### config.mk
export PLATFORM = sky130hd
export DESIGN_NAME = lx_extract_unit
export DESIGN_NICKNAME = d
export VERILOG_FILES = /design/src/rtl/lx_pkg.sv /design/src/rtl/lx_slice_sel.sv /design/src/rtl/lx_elem_mask.sv /design/src/rtl/lx_merge.sv /design/src/rtl/lx_extract_unit.sv
export SDC_FILE = /design/constraint.sdc
export NUM_CORES = 2
export LEC_CHECK = 0
export BUFFER_PORTS_ARGS = -buffer_cell sky130_fd_sc_hd__buf_4
export CORE_AREA = 2 2 641 643
export DETAILED_ROUTE_END_ITERATION = 8
export DIE_AREA = 0 0 643 645
export GPL_TIMING_DRIVEN = 0
export PLACE_DENSITY_LB_ADDON = 0.3
export SYNTH_ARGS = -nofsm -noshare
export SYNTH_HDL_FRONTEND = slang
export SYNTH_SLANG_ARGS = --single-unit
### constraint.sdc
create_clock -name clk -period 3.5 [get_ports clk]
set_clock_uncertainty 0.05 [all_clocks]
set_input_delay 0.35 -clock clk [delete_from_list [all_inputs] [get_ports clk]]
set_output_delay 0.35 -clock clk [all_outputs]
set_load 0.01 [all_outputs]
### src/rtl/lx_pkg.sv
package lx_pkg;

    localparam int SRC_W   = 512;
    localparam int LANE_W  = 32;
    localparam int LANES   = SRC_W / LANE_W;
    localparam int BYTES   = SRC_W / 8;
    localparam int LANE_B  = LANE_W / 8;
    localparam int MASK_W  = 8;
    localparam int SLICE_W = 256;
    localparam int QUART_W = 128;

    typedef enum logic {
        SLICE_NARROW = 1'b0,
        SLICE_WIDE   = 1'b1
    } lx_slice_e;

    typedef struct packed {
        logic [SRC_W-1:0]  dst;
        logic [BYTES-1:0]  be;
        logic              err;
    } lx_rsp_t;

    function automatic logic lx_bad_encoding(
        input logic [3:0] spec,
        input logic       legacy,
        input logic       vl_bit,
        input logic       slice_wide,
        input logic       src_wide
    );
        return (spec != 4'b1111) || (legacy && !vl_bit) ||
               (!legacy && slice_wide && !src_wide);
    endfunction

endpackage

### src/rtl/lx_slice_sel.sv
module lx_slice_sel
    import lx_pkg::*;
#(
    parameter int SW = SRC_W,
    parameter int QW = QUART_W,
    parameter int OW = SLICE_W
) (
    input  logic [SW-1:0] src,
    input  lx_slice_e     size,
    input  logic          from_wide,
    input  logic [1:0]    idx,
    output logic [OW-1:0] slice
);
    localparam int NQ = SW / QW;

    logic [1:0]    quarter;
    logic [SW-1:0] shifted;

    always_comb begin
        if (size == SLICE_WIDE) quarter = {idx[0], 1'b0};
        else if (from_wide)     quarter = idx;
        else                    quarter = {1'b0, idx[0]};
    end

    logic [QW-1:0] quarters [NQ];
    for (genvar q = 0; q < NQ; q++) begin : g_q
        assign quarters[q] = src[q*QW +: QW];
    end

    always_comb begin
        shifted = '0;
        for (int q = 0; q < NQ; q++) begin
            if (q + int'(quarter) < NQ)
                shifted[q*QW +: QW] = quarters[q + int'(quarter)];
        end
        slice = shifted[OW-1:0];
        if (size == SLICE_NARROW) slice[OW-1:QW] = '0;
    end

endmodule

### src/rtl/lx_elem_mask.sv
module lx_elem_mask
    import lx_pkg::*;
#(
    parameter int NL = LANES,
    parameter int MW = MASK_W
) (
    input  logic [MW-1:0] mask,
    input  logic          masked,
    input  logic          dbl,
    input  lx_slice_e     size,
    output logic [NL-1:0] lane_en
);
    logic [4:0] lim;
    assign lim = (size == SLICE_WIDE) ? 5'd8 : 5'd4;

    for (genvar l = 0; l < NL; l++) begin : g_lane
        logic in_slice;
        logic sel_bit;
        assign in_slice = (l < int'(lim));
        if (l < MW) begin : g_m
            assign sel_bit = dbl ? mask[l/2] : mask[l];
        end else begin : g_n
            assign sel_bit = 1'b0;
        end
        assign lane_en[l] = in_slice && (!masked || sel_bit);
    end

endmodule

### src/rtl/lx_merge.sv
module lx_merge
    import lx_pkg::*;
#(
    parameter int SW = SRC_W,
    parameter int OW = SLICE_W,
    parameter int LW = LANE_W
) (
    input  logic [OW-1:0]      slice,
    input  logic [SW-1:0]      old,
    input  logic [SW/LW-1:0]   lane_en,
    input  lx_slice_e          size,
    input  logic               zeroing,
    input  logic               to_mem,
    output logic [SW-1:0]      dst,
    output logic [SW/8-1:0]    be
);
    localparam int NL = SW / LW;
    localparam int SL = OW / LW;
    localparam int LB = LW / 8;

    logic [4:0] lim;
    assign lim = (size == SLICE_WIDE) ? 5'd8 : 5'd4;

    for (genvar l = 0; l < NL; l++) begin : g_lane
        logic [LW-1:0] keep;
        assign keep = (to_mem || !zeroing) ? old[l*LW +: LW] : '0;
        if (l < SL) begin : g_in
            always_comb begin
                if (l < int'(lim))
                    dst[l*LW +: LW] = lane_en[l] ? slice[l*LW +: LW] : keep;
                else
                    dst[l*LW +: LW] = to_mem ? old[l*LW +: LW] : '0;
            end
        end else begin : g_out
            assign dst[l*LW +: LW] = to_mem ? old[l*LW +: LW] : '0;
        end
        assign be[l*LB +: LB] = {LB{to_mem && lane_en[l]}};
    end

endmodule

### src/rtl/lx_extract_unit.sv
module lx_extract_unit
    import lx_pkg::*;
(
    input  logic                clk,
    input  logic                rst,
    input  logic                req_valid,
    input  logic [SRC_W-1:0]    src_vec,
    input  logic [SRC_W-1:0]    old_dst,
    input  logic [7:0]          imm,
    input  logic                slice_wide,
    input  logic                src_wide,
    input  logic                elem_dbl,
    input  logic [MASK_W-1:0]   mask,
    input  logic                use_mask,
    input  logic                zeroing,
    input  logic                to_mem,
    input  logic                legacy,
    input  logic                vl_bit,
    input  logic [3:0]          spec,
    output logic                rsp_valid,
    output logic [SRC_W-1:0]    dst_out,
    output logic [BYTES-1:0]    byte_en,
    output logic                illegal
);
    lx_slice_e         size;
    logic              from_wide;
    logic              masked;
    logic              bad;
    logic [SLICE_W-1:0] slice;
    logic [LANES-1:0]  lane_en;
    logic [SRC_W-1:0]  merged;
    logic [BYTES-1:0]  merged_be;
    lx_rsp_t           nxt, cur;

    assign size      = (slice_wide && !legacy) ? SLICE_WIDE : SLICE_NARROW;
    assign from_wide = src_wide && !legacy;
    assign masked    = use_mask && !legacy;
    assign bad       = lx_bad_encoding(spec, legacy, vl_bit, slice_wide, src_wide);

    lx_slice_sel u_sel (
        .src(src_vec), .size(size), .from_wide(from_wide),
        .idx(imm[1:0]), .slice(slice)
    );

    lx_elem_mask u_mask (
        .mask(mask), .masked(masked), .dbl(elem_dbl),
        .size(size), .lane_en(lane_en)
    );

    lx_merge u_merge (
        .slice(slice), .old(old_dst), .lane_en(lane_en), .size(size),
        .zeroing(zeroing), .to_mem(to_mem), .dst(merged), .be(merged_be)
    );

    always_comb begin
        nxt.err = bad;
        nxt.dst = bad ? old_dst : merged;
        nxt.be  = bad ? '0 : merged_be;
    end

    always_ff @(posedge clk) begin
        if (rst) begin
            rsp_valid <= 1'b0;
            cur       <= '0;
        end else begin
            rsp_valid <= req_valid;
            if (req_valid) cur <= nxt;
        end
    end

    assign dst_out = cur.dst;
    assign byte_en = cur.be;
    assign illegal = cur.err;

    assert_rsp_follows_R13: assert property (@(posedge clk) disable iff (rst)
        req_valid |=> rsp_valid);

    assert_bad_spec_R11: assert property (@(posedge clk) disable iff (rst)
        (req_valid && spec != 4'b1111) |=> (illegal && byte_en == '0));

    assert_legacy_vl_R10: assert property (@(posedge clk) disable iff (rst)
        (req_valid && legacy && !vl_bit) |=> illegal);

    assert_reg_upper_clear_R7: assert property (@(posedge clk) disable iff (rst)
        (req_valid && !to_mem && spec == 4'b1111 && !legacy && !slice_wide)
        |=> dst_out[SRC_W-1:QUART_W] == '0);

    assert_mem_upper_kept_R8: assert property (@(posedge clk) disable iff (rst)
        (req_valid && to_mem)
        |=> dst_out[SRC_W-1:SLICE_W] == $past(old_dst[SRC_W-1:SLICE_W]));

    assert_reg_no_be_R8: assert property (@(posedge clk) disable iff (rst)
        (req_valid && !to_mem) |=> byte_en == '0);

endmodule

==> reports/metrics.csv <==
stage,metric,value,unit
power_and_ir_drop,p_leak,22.9,nW
power_and_ir_drop,powerDensity,373,nW/um^2
finish,layout.nets,6452,
sta,period_needed,3.53,ns
run,maxCapViolCount,0,
place,placed_cells_incl_taps,10133,
die,dieHeight,645,microns
clock_network,cts-buffers-inserted,82,
finish,final_common_cell,buf_4,
finish,mostFrequentLayoutCells,"buf_4 (1,656), dlygate4sd3_1 (629), dfxtp_1 (522)",
routing,route.detailed.drc,0,
critical_path,crit_path_end_kind,flip-flop,
critical_path,crit_required,4.07,ns
global_route,overflow,0,
clock_network,worstSkewPairLatency,0.76,ns
power_and_ir_drop,power,0.0216,W
finish,multiInputGateArea,16900,sq um
run_status,outcome,finished with violations,
die,pin_count,1633,
critical_path,crit_fanout,11,
sta,rsz0062_at_grt,false,
finish,fillers,46853,
sta,min_period_over_period,101,%
die,core_area,408000,sq um
sta,fmax,0.283,GHz
global_route,grt_pass1_vias,39327,
sta,worstMarginPinSlew,1.43,ns
finish,regArea,10500,sq um
critical_path,cp.arrival,4.11,ns
synthesis,synthCells,3041,
place,port_buffers,1592,
synthesis,synth_edf_count,0,
routing,vias,40318,
sta,tns,-0.0502,ns
routing,wl_per_cell,32.6,microns
clock_network,cts-root-buf,clkbuf_16,
finish,drive_gt1_share,37.7,%
routing,totalWireLength,359000,microns
sta,final_max_slew_viol_count,0,
place,dp_hpwl,310000,microns
synthesis,async_flop_share,0,%
global_route,grt_pass1_wl,445000,microns
run_status,failed_checks,negative setup slack,
sta,final-hold-violation-count,0,
finish,syn_to_final_growth,98.1,%
routing,dr.pass1.iters,6,
worst_hold_path,hold_path_class,in -> reg,
synthesis,ys_seq_area_share,35.7,%
global_route,grt_usage,16.5,%
place,dp_slack,-2.97,ns
synthesis,ys.flop_type,dfxtp_1,
clock_network,clk_pin_slew_worst_paths,0.06,ns
synthesis,netlist_area,29300,sq um
global_route,antenna_found_initial,279,
die,fp.dieW,643,microns
synthesis,postSynthAreaPerCell,9.63,sq um
routing,first_iter_violations,3827,
clock_network,cts_tree,yes,
finish,instances_no_fill,11013,
sta,setup_viol,2,
sta,relSlewSlack,4.71,%
critical_path,crit_type,in -> reg,
critical_path,cp-start-kind,input port,
routing,via_per_inst,3.66,
routing,antenna_left,0,
power_and_ir_drop,ir_drop,0.321,mV
clock_network,clock-sinks,522,
die,row_count,235,
clock_network,cts_buffer_depth,4,
clock_network,h-tree-depth,3,
global_route,grt_max_degree,14,
synthesis,synth_cell_type_count,55,
synthesis,yosysWarnings,0,
place,place_congestion,0.924,
die,dieArea,415000,sq um
synthesis,ys_seq_elements,522,
die,initial_core_util,7.18,%
sta,setup_slack,-0.0334,ns
[final timing paths]
kind,start,to,slack (ns),cells after the start
worst max-delay path,legacy,dst_out[204],-0.03,15
worst min-delay path,src_vec[398],dst_out[14],0.06,4
worst max register to register,dst_out[63],dst_out[63],1.12,4
worst min register to register,dst_out[297],dst_out[297],0.42,2
[final cells by class]
type	instances	area share, %
inverter	2	0.0129
buffer	429	3.87
clock buffer	117	4.13
sequential	522	18.0
antenna	105	0.453
multi-input combinational	2118	29.1
clock inverter	28	0.608
timing repair buffer	2241	32.1
tap	5451	11.8
[where the power goes]
group | switching [W] | internal, W
logic | 0.00327 | 0.00283
clock network | 0.00362 | 0.00521
registers | 0.000360 | 0.00633
total | 0.00725 | 0.0144
[timing repair]
| item | CTS | global route |
|---|---|---|
| buffers inserted | 2 | 0 |
| hold endpoints to repair | 514 | 0 |
| hold buffers | 629 | 0 |
| pin swaps | 2 | 1 |
| resized for setup | 29 | 14 |
| endpoints found under the setup margin | 170 | 48 |
[cell usage after synthesis, types with 3 or more instances]
| library cell | number | area (sq um) |
|---|---|---|
| a2111oi_0 | 94 | 823 |
| a211oi_1 | 7 | 52.6 |
| a21boi_0 | 24 | 180 |
| a21o_1 | 8 | 60.1 |
| a21oi_1 | 17 | 85.1 |
| a221o_1 | 95 | 951 |
| a221oi_1 | 127 | 1110 |
| a22o_1 | 255 | 2230 |
| a311o_1 | 24 | 240 |
| a311oi_1 | 7 | 61.3 |
| a31oi_1 | 128 | 801 |
| and2_1 | 3 | 18.8 |
| and3_1 | 135 | 845 |
| buf_1 | 10 | 37.5 |
| buf_12 | 7 | 140 |
| buf_2 | 52 | 260 |
| buf_4 | 62 | 465 |
| buf_6 | 15 | 169 |
| clkbuf_1 | 283 | 1060 |
| dfxtp_1 | 522 | 10500 |
| mux2i_1 | 101 | 1010 |
| mux4_2 | 127 | 2860 |
| nand2_1 | 87 | 327 |
| nand2b_1 | 9 | 56.3 |
| nand3b_1 | 3 | 22.5 |
| nor2_1 | 170 | 638 |
| nor2b_1 | 138 | 863 |
| o21a_1 | 94 | 706 |
| o21ai_0 | 129 | 646 |
| o221ai_1 | 32 | 280 |
| o22ai_1 | 223 | 1400 |
| o31ai_1 | 24 | 180 |
[routing by layer]
metal	up-vias	part of all wire (%)	global-route usage (%)
met1	20049	39	19.1
met5	-	0.20	0
li1	17090	-	-
met3	596	8.8	5.27
met2	2467	48	28.5
met4	116	4.0	5.55
[kinds of logic (layout without fill, tap and decap cells)]
family,count (synthesis),after routing,synth area share (%)
and+or+nand+nor,562,562,9.93
adders and majority gates,1,1,0.0427
AOI/OAI and AO/OA,1295,1295,33.7
muxes,228,228,13.2
buffers and inverters,432,2817,7.37
other,1,137,0.0128
DFF,522,522,35.7
[through the flow]
step	instance area, sq um	util (%)	hold slack [ns]
floorplan	29400	-	0.391
global placement	48200	11.8	0.409
detailed placement	48600	11.9	0.408
CTS	57700	14.1	0.00000860
global route	57900	14.2	0.0377
finish	58000	14.2	0.0568
[sequential cells by signal, summed over array words and instances (netlist names)]
register,flops
byte_en,8
dst_out,512
illegal,1
rsp_valid,1
[critical path: stages]
cell      delay, ns
buf_4          0.17
and2b_1        0.25
a32oi_4        0.23
buf_12         0.17
inv_2          0.06
buf_12         0.19
buf_6          0.25
buf_4          0.20
ha_2           0.34
clkbuf_8       0.22
buf_12         0.19
buf_6          0.27
mux4_2         0.43
a221oi_1       0.45
o22ai_1        0.11
Power figures use the tool's default switching activity.
